## src/rtl/fp_mode_pkg.sv

```systemverilog
package fp_mode_pkg;
  localparam int FLAG_W = 5;
  localparam int MODE_W = 3;
  localparam int CSR_W  = 32;
  localparam int RND_LSB = FLAG_W;
  localparam int ACC_LSB = FLAG_W + MODE_W;
  localparam int USED_W  = FLAG_W + 2 * MODE_W;

  typedef enum logic [1:0] {
    OP_READ  = 2'd0,
    OP_WRITE = 2'd1,
    OP_SET   = 2'd2,
    OP_CLEAR = 2'd3
  } csr_op_e;

  typedef enum logic [1:0] {
    VIEW_ALL = 2'd0,
    VIEW_RND = 2'd1,
    VIEW_FLG = 2'd2,
    VIEW_ACC = 2'd3
  } csr_view_e;

  typedef struct packed {
    logic              flagsEn;
    logic              rndEn;
    logic              accEn;
    csr_op_e           op;
    logic [FLAG_W-1:0] flagsVal;
    logic [MODE_W-1:0] rndVal;
    logic [MODE_W-1:0] accVal;
  } csr_strobe_t;

  function automatic logic [FLAG_W-1:0] applyOp(csr_op_e op, logic [FLAG_W-1:0] cur,
                                                logic [FLAG_W-1:0] val);
    case (op)
      OP_WRITE: applyOp = val;
      OP_SET:   applyOp = cur | val;
      OP_CLEAR: applyOp = cur & ~val;
      default:  applyOp = cur;
    endcase
  endfunction
endpackage

```

## src/rtl/fp_acc_resolve.sv

```systemverilog
module fp_acc_resolve #(
  parameter int NUM_CLASS = 3,
  parameter int CLASS_W = 2,
  parameter logic [NUM_CLASS*8-1:0] ACC_SUPPORT = 24'h01_11_41,
  parameter bit PROMOTE = 1'b1
) (
  input  logic [2:0]         reqAcc,
  input  logic [CLASS_W-1:0] opClass,
  output logic [2:0]         grantAcc,
  output logic               unsupported
);
  localparam int CODES = 8;

  logic [CODES-1:0] classMask [NUM_CLASS];

  for (genvar c = 0; c < NUM_CLASS; c++) begin : gClass
    assign classMask[c] = ACC_SUPPORT[c*CODES +: CODES];
  end

  logic [CODES-1:0] mask;
  logic             found;

  always_comb begin
    mask = '0;
    for (int c = 0; c < NUM_CLASS; c++) begin
      if (int'(opClass) == c) mask = classMask[c];
    end
    found = 1'b0;
    grantAcc = 3'd0;
    if (!reqAcc[0]) begin
      for (int k = 0; k < CODES; k += 2) begin
        if (mask[k] && (k <= int'(reqAcc)) && (PROMOTE || k == int'(reqAcc))) begin
          found = 1'b1;
          grantAcc = 3'(k);
        end
      end
    end
    unsupported = !found;
  end
endmodule

```

## src/rtl/fp_mode_regs.sv

```systemverilog
module fp_mode_regs
  import fp_mode_pkg::*;
(
  input  logic              clk,
  input  logic              rstN,
  input  csr_strobe_t       strobe,
  input  logic              flagValid,
  input  logic [FLAG_W-1:0] flagBits,
  output logic [FLAG_W-1:0] flagsQ,
  output logic [MODE_W-1:0] rndQ,
  output logic [MODE_W-1:0] accQ
);
  logic [FLAG_W-1:0] flagsAccum;
  logic [FLAG_W-1:0] flagsNext;
  logic [MODE_W-1:0] rndNext;
  logic [MODE_W-1:0] accNext;

  always_comb begin
    flagsAccum = flagsQ | (flagValid ? flagBits : '0);
    flagsNext  = strobe.flagsEn ? applyOp(strobe.op, flagsAccum, strobe.flagsVal) : flagsAccum;
    rndNext    = strobe.rndEn
               ? MODE_W'(applyOp(strobe.op, FLAG_W'(rndQ), FLAG_W'(strobe.rndVal))) : rndQ;
    accNext    = strobe.accEn
               ? MODE_W'(applyOp(strobe.op, FLAG_W'(accQ), FLAG_W'(strobe.accVal))) : accQ;
  end

  always_ff @(posedge clk) begin
    if (!rstN) begin
      flagsQ <= '0;
      rndQ   <= '0;
      accQ   <= '0;
    end else begin
      flagsQ <= flagsNext;
      rndQ   <= rndNext;
      accQ   <= accNext;
    end
  end
endmodule

```

## src/rtl/fp_mode_ctrl.sv

```systemverilog
module fp_mode_ctrl
  import fp_mode_pkg::*;
#(
  parameter int NUM_CLASS = 3,
  parameter int CLASS_W = 2,
  parameter logic [NUM_CLASS*8-1:0] ACC_SUPPORT = 24'h01_11_41,
  parameter bit PROMOTE = 1'b1
) (
  input  logic               csrValid,
  input  logic [1:0]         csrOp,
  input  logic [1:0]         csrView,
  input  logic [CSR_W-1:0]   csrWdata,
  output logic [CSR_W-1:0]   csrRdata,
  input  logic [FLAG_W-1:0]  flagsQ,
  input  logic [MODE_W-1:0]  rndQ,
  input  logic [MODE_W-1:0]  accQ,
  output csr_strobe_t        strobe,
  input  logic               issValid,
  input  logic [2:0]         issRm,
  input  logic [CLASS_W-1:0] issClass,
  output logic               resValid,
  output logic [2:0]         resRm,
  output logic [2:0]         resAcc,
  output logic               trapReq
);
  csr_op_e   op;
  csr_view_e view;
  logic      change;
  logic      unusedHi;

  assign op       = csr_op_e'(csrOp);
  assign view     = csr_view_e'(csrView);
  assign change   = csrValid && (op != OP_READ);
  assign unusedHi = ^csrWdata[CSR_W-1:USED_W];

  always_comb begin
    strobe          = '0;
    strobe.op       = op;
    strobe.flagsEn  = change && (view == VIEW_ALL || view == VIEW_FLG);
    strobe.rndEn    = change && (view == VIEW_ALL || view == VIEW_RND);
    strobe.accEn    = change && (view == VIEW_ALL || view == VIEW_ACC);
    if (view == VIEW_ALL) begin
      strobe.flagsVal = csrWdata[FLAG_W-1:0];
      strobe.rndVal   = csrWdata[RND_LSB +: MODE_W];
      strobe.accVal   = csrWdata[ACC_LSB +: MODE_W];
    end else begin
      strobe.flagsVal = csrWdata[FLAG_W-1:0];
      strobe.rndVal   = csrWdata[MODE_W-1:0];
      strobe.accVal   = csrWdata[MODE_W-1:0];
    end
  end

  always_comb begin
    csrRdata = '0;
    if (csrValid) begin
      case (view)
        VIEW_ALL: csrRdata = CSR_W'({accQ, rndQ, flagsQ});
        VIEW_RND: csrRdata = CSR_W'(rndQ);
        VIEW_FLG: csrRdata = CSR_W'(flagsQ);
        default:  csrRdata = CSR_W'(accQ);
      endcase
    end
  end

  logic [2:0] grantAcc;
  logic       accUnsup;

  fp_acc_resolve #(
    .NUM_CLASS(NUM_CLASS), .CLASS_W(CLASS_W),
    .ACC_SUPPORT(ACC_SUPPORT), .PROMOTE(PROMOTE)
  ) uResolve (
    .reqAcc(accQ), .opClass(issClass),
    .grantAcc(grantAcc), .unsupported(accUnsup)
  );

  logic       dynSel;
  logic       rmBad;
  logic [2:0] effRm;

  always_comb begin
    dynSel   = (issRm == 3'b111);
    effRm    = dynSel ? rndQ : issRm;
    rmBad    = dynSel && (rndQ >= 3'b101);
    trapReq  = issValid && (rmBad || accUnsup);
    resValid = issValid && !trapReq;
    resRm    = resValid ? effRm : 3'd0;
    resAcc   = resValid ? grantAcc : 3'd0;
  end
endmodule

```

## src/rtl/fp_mode_csr.sv

```systemverilog
module fp_mode_csr
  import fp_mode_pkg::*;
#(
  parameter int NUM_CLASS = 3,
  parameter int CLASS_W = 2,
  parameter logic [NUM_CLASS*8-1:0] ACC_SUPPORT = 24'h01_11_41,
  parameter bit PROMOTE = 1'b1
) (
  input  logic         clk,
  input  logic         rstN,
  input  logic         csrValid,
  input  logic [1:0]   csrOp,
  input  logic [1:0]   csrView,
  input  logic [31:0]  csrWdata,
  output logic [31:0]  csrRdata,
  input  logic         flagValid,
  input  logic [4:0]   flagBits,
  input  logic         issValid,
  input  logic [2:0]   issRm,
  input  logic [CLASS_W-1:0] issClass,
  output logic         resValid,
  output logic [2:0]   resRm,
  output logic [2:0]   resAcc,
  output logic         trapReq
);
  csr_strobe_t       strobe;
  logic [FLAG_W-1:0] flagsQ;
  logic [MODE_W-1:0] rndQ;
  logic [MODE_W-1:0] accQ;

  fp_mode_regs uRegs (
    .clk(clk), .rstN(rstN), .strobe(strobe),
    .flagValid(flagValid), .flagBits(flagBits),
    .flagsQ(flagsQ), .rndQ(rndQ), .accQ(accQ)
  );

  fp_mode_ctrl #(
    .NUM_CLASS(NUM_CLASS), .CLASS_W(CLASS_W),
    .ACC_SUPPORT(ACC_SUPPORT), .PROMOTE(PROMOTE)
  ) uCtrl (
    .csrValid(csrValid), .csrOp(csrOp), .csrView(csrView),
    .csrWdata(csrWdata), .csrRdata(csrRdata),
    .flagsQ(flagsQ), .rndQ(rndQ), .accQ(accQ), .strobe(strobe),
    .issValid(issValid), .issRm(issRm), .issClass(issClass),
    .resValid(resValid), .resRm(resRm), .resAcc(resAcc), .trapReq(trapReq)
  );
endmodule

```

## config.mk

```make
export PLATFORM = sky130hd
export DESIGN_NAME = fp_mode_csr
export DESIGN_NICKNAME = d
export VERILOG_FILES = /design/src/rtl/fp_mode_pkg.sv /design/src/rtl/fp_acc_resolve.sv /design/src/rtl/fp_mode_regs.sv /design/src/rtl/fp_mode_ctrl.sv /design/src/rtl/fp_mode_csr.sv
export SDC_FILE = /design/constraint.sdc
export NUM_CORES = 1
export LEC_CHECK = 0
export BUFFER_PORTS_ARGS = -buffer_cell sky130_fd_sc_hd__buf_2
export CORE_MARGIN = 5
export CORE_UTILIZATION = 41
export DETAILED_ROUTE_END_ITERATION = 10
export GPL_TIMING_DRIVEN = 0
export PLACE_DENSITY = 0.81
export SYNTH_ARGS = -nofsm -noshare
export SYNTH_HDL_FRONTEND = slang
export SYNTH_HIERARCHICAL = 1
export SYNTH_SLANG_ARGS = --single-unit
```

## constraint.sdc

```tcl
create_clock -name clk -period 1.8 [get_ports clk]
set_input_delay 0.27 -clock clk [delete_from_list [all_inputs] [get_ports clk]]
set_output_delay 0.27 -clock clk [all_outputs]
set_load 0.01 [all_outputs]
```

==> flow_metrics.tcl <==
set metrics [dict create \
    synthArstFlopShare_pct 0 \
    htreeDepth 1 \
    fmax_mhz 593 \
    synth.top_cells.by_area "dfxtp_1 18%, buf_4 17%, nand2_1 6.0%" \
    crit_path_start_kind "flop" \
    grt_start_max_net_pins 11 \
    fillCellCount 311 \
    hp-start "csrWdata[4]" \
    drcViolationCount 0 \
    grt-ovfl-total 0 \
    rr_worst_depth 3 \
    rr_startpoint "uRegs/flagsQ[2]" \
    routedWlPerCell_um 11.7 \
    status "completed" \
    r2r_end "uRegs/flagsQ[2]" \
    synth_area_leader_cell "dfxtp_1" \
    worst-path-max-fanout 7 \
    dp_hpwl_um 2640 \
    layout.nets 294 \
    dieArea_um2 4260 \
    min_path_type "in -> reg" \
    cts_num_sinks 11 \
    post-route-period-util_pct 93.7 \
    cts_tree "yes" \
    crit_path_end_kind "output port" \
    via_per_inst 4.75 \
    hold_ws_ns 0.240 \
    firstDrtPassIters 4 \
    min_to "uRegs/flagsQ[4]" \
    power_density_nw_per_um2 450 \
    hold_viol_final 0 \
    fin_crit_ns 1.69 \
    io_buffers 45 \
    antenna-diode-count 0 \
    gp_congestion 0.834 \
    cts_root_buf "clkbuf_4" \
    finalMaxSlewViolations 0 \
    cts.path.max_buffers 2 \
    maxCapViolCount 0 \
    yosys_warnings 6 \
    antenna_found_initial 0 \
    yosysUniqueCellTypes 34 \
    vias 1287 \
    syn_area_um2 1250 \
    ys_seq_area_share_pct 17.6 \
    critical_path_class "reg -> out" \
    synth_ff_type "dfxtp_1" \
    wirelength_um 3170 \
    rrSetupSlack_ns 0.83 \
    drive_gt1_share_pct 41.6 \
    setup_viol 0 \
    cts_buffers 3 \
    dieHeight_um 65.2 \
    first_global_vias 1182 \
    avgSynthCellArea_um2 7.45 \
    holdPathStages 3 \
    synth_top_area_share_pct 17.6 \
    yosys_register_bits 11 \
    ios 91 \
    drtIter0Drc 27 \
    hold_buffers 0 \
    crit_required_ns 1.53 \
    crit_arrival_ns 1.42 \
    start_util_pct 42.0 \
    track_usage_pct 14.3 \
    ys_top_cells_by_count "29 x buf_4, 20 x nand2_1, 12 x a21oi_1" \
    synth_cells 168 \
    syn2layout_area_growth_pct 30.9 \
    die_w_um 65.2 \
    ant_nets 0 \
    rsz0062_at_grt "false" \
    insertion_delay_ns 0.26 \
    synth_enable_flop_cells 0 \
    core_area_um2 2980 \
    row_count 20 \
    leakage_nw 0.897 \
    ir_drop_mv 0.279 \
    fin_cells 271 \
    post-place-cells 266 \
    grt_pass1_wl_um 4920 \
    synth_most_common_cell "buf_4" \
    clk_pin_slew_worst_paths_ns 0.07 \
    fin_skew_ns 0 \
]
## flip-flops by register name, indices dropped and copies added, names as in the netlist
| signal | count |
|---|---|
| uRegs/accQ | 3 |
| uRegs/flagsQ | 5 |
| uRegs/rndQ | 3 |
## worst max-delay path, stage by stage (launching register included)
cell and delay, ns:
dfxtp_2 0.34, a21o_2 0.19, nand2b_4 0.14, a21oi_4 0.18
o211a_1 0.17, buf_2 0.12
## metal layers
metal  up-vias  share of wire, %  global-route usage, %  wire length, um
met5         -                 0                      0                0
met4         0              0.88                   5.18               28
met3         2               9.0                   2.22              286
met2        56                48                   25.4             1510
met1       559                42                   17.2             1340
li1        670                 -                      -                -
## metrics by stage
stage	setup slack, ns	util (%)	setup TNS, ns	power [mW]	instance area [um^2]
finish	0.113	55.0	0	0.737	1640
global route	0.0186	55.0	0	0.789	1640
CTS	0.0407	54.4	0	0.733	1620
detailed placement	-0.248	53.5	-0.982	0.562	1590
global placement	-0.142	53.5	-0.650	0.557	1590
floorplan	0.191	-	0	0.478	1330
## worst max path at each step
stage	startpoint	end
after floorplan	csrView[0]	uRegs/flagsQ[0]
after global placement	csrView[0]	uRegs/flagsQ[1]
after detailed placement	csrView[0]	uRegs/flagsQ[2]
after CTS	csrView[0]	uRegs/flagsQ[2]
after global routing	uRegs/accQ[0]	resRm[2]
final	uRegs/accQ[0]	resRm[1]
## report_power, final
part,leakage [nW],internal (mW),switching [mW]
clock network,0.0150,0.0857,0.0846
logic,0.791,0.141,0.148
registers,0.0908,0.262,0.0153
total,0.897,0.489,0.248
## repair_timing
item                       4_1_cts  5_1_grt
setup buffers                    0        1
setup endpoints to repair        0       13
gates resized for setup          0        6
## cell type report
cell class | instances | area, um^2 | area share (%)
inverter | 3 | 11.3 | 0.688
sequential | 11 | 221 | 13.5
buffer | 34 | 240 | 14.7
clock buffer | 4 | 26.3 | 1.60
multi-input combinational | 140 | 865 | 52.8
tap | 33 | 41.3 | 2.52
timing repair buffer | 46 | 233 | 14.2
## cells by family (layout without fill, tap and decap cells)
group,Yosys count,in the layout,share of synthesized area (%)
adders and majority gates,4,4,4.00
other,2,22,0.600
muxes,4,4,3.60
xor gates and xnor gates,1,1,1.30
buffers and inverters,37,87,19.9
AOI/OAI and AO/OA,43,43,22.7
and+or+nand+nor,66,66,30.3
DFF,11,11,17.6
## cell usage in the layout (no fill, tap or decap)
cell      synthesis  routed
buf_2             1      46
buf_4            29      30
conb_1            2      22
nand2_1          20      20
a21oi_1          12      12
nand3_1          11      11
dfxtp_1          11      10
and3_1            7       7
o21ai_0           7       7
nor2b_1           7       7
nor2_1            6       6
o21ai_1           6       6
a21boi_1          6       6
ha_1              4       4
mux2_2            4       4
o221ai_1          4       4
clkbuf_4          0       3
clkbuf_1          4       3
inv_1             3       3
nand2b_4          2       3
and2_2            3       3
o211a_1           3       3
nand2b_1          4       3
clkbuf_2          0       2
and3_2            1       1
and4_1            1       1
or2_4             1       1
a21oi_4           1       1
nor4b_4           1       1
a21o_2            1       1
nor3_1            1       1
xor2_2            1       1
a211oi_1          1       1
a211o_1           1       1
and3b_2           1       1
o211ai_1          1       1
dfxtp_2           0       1
Note: power is estimated with default switching activity, not from simulation.
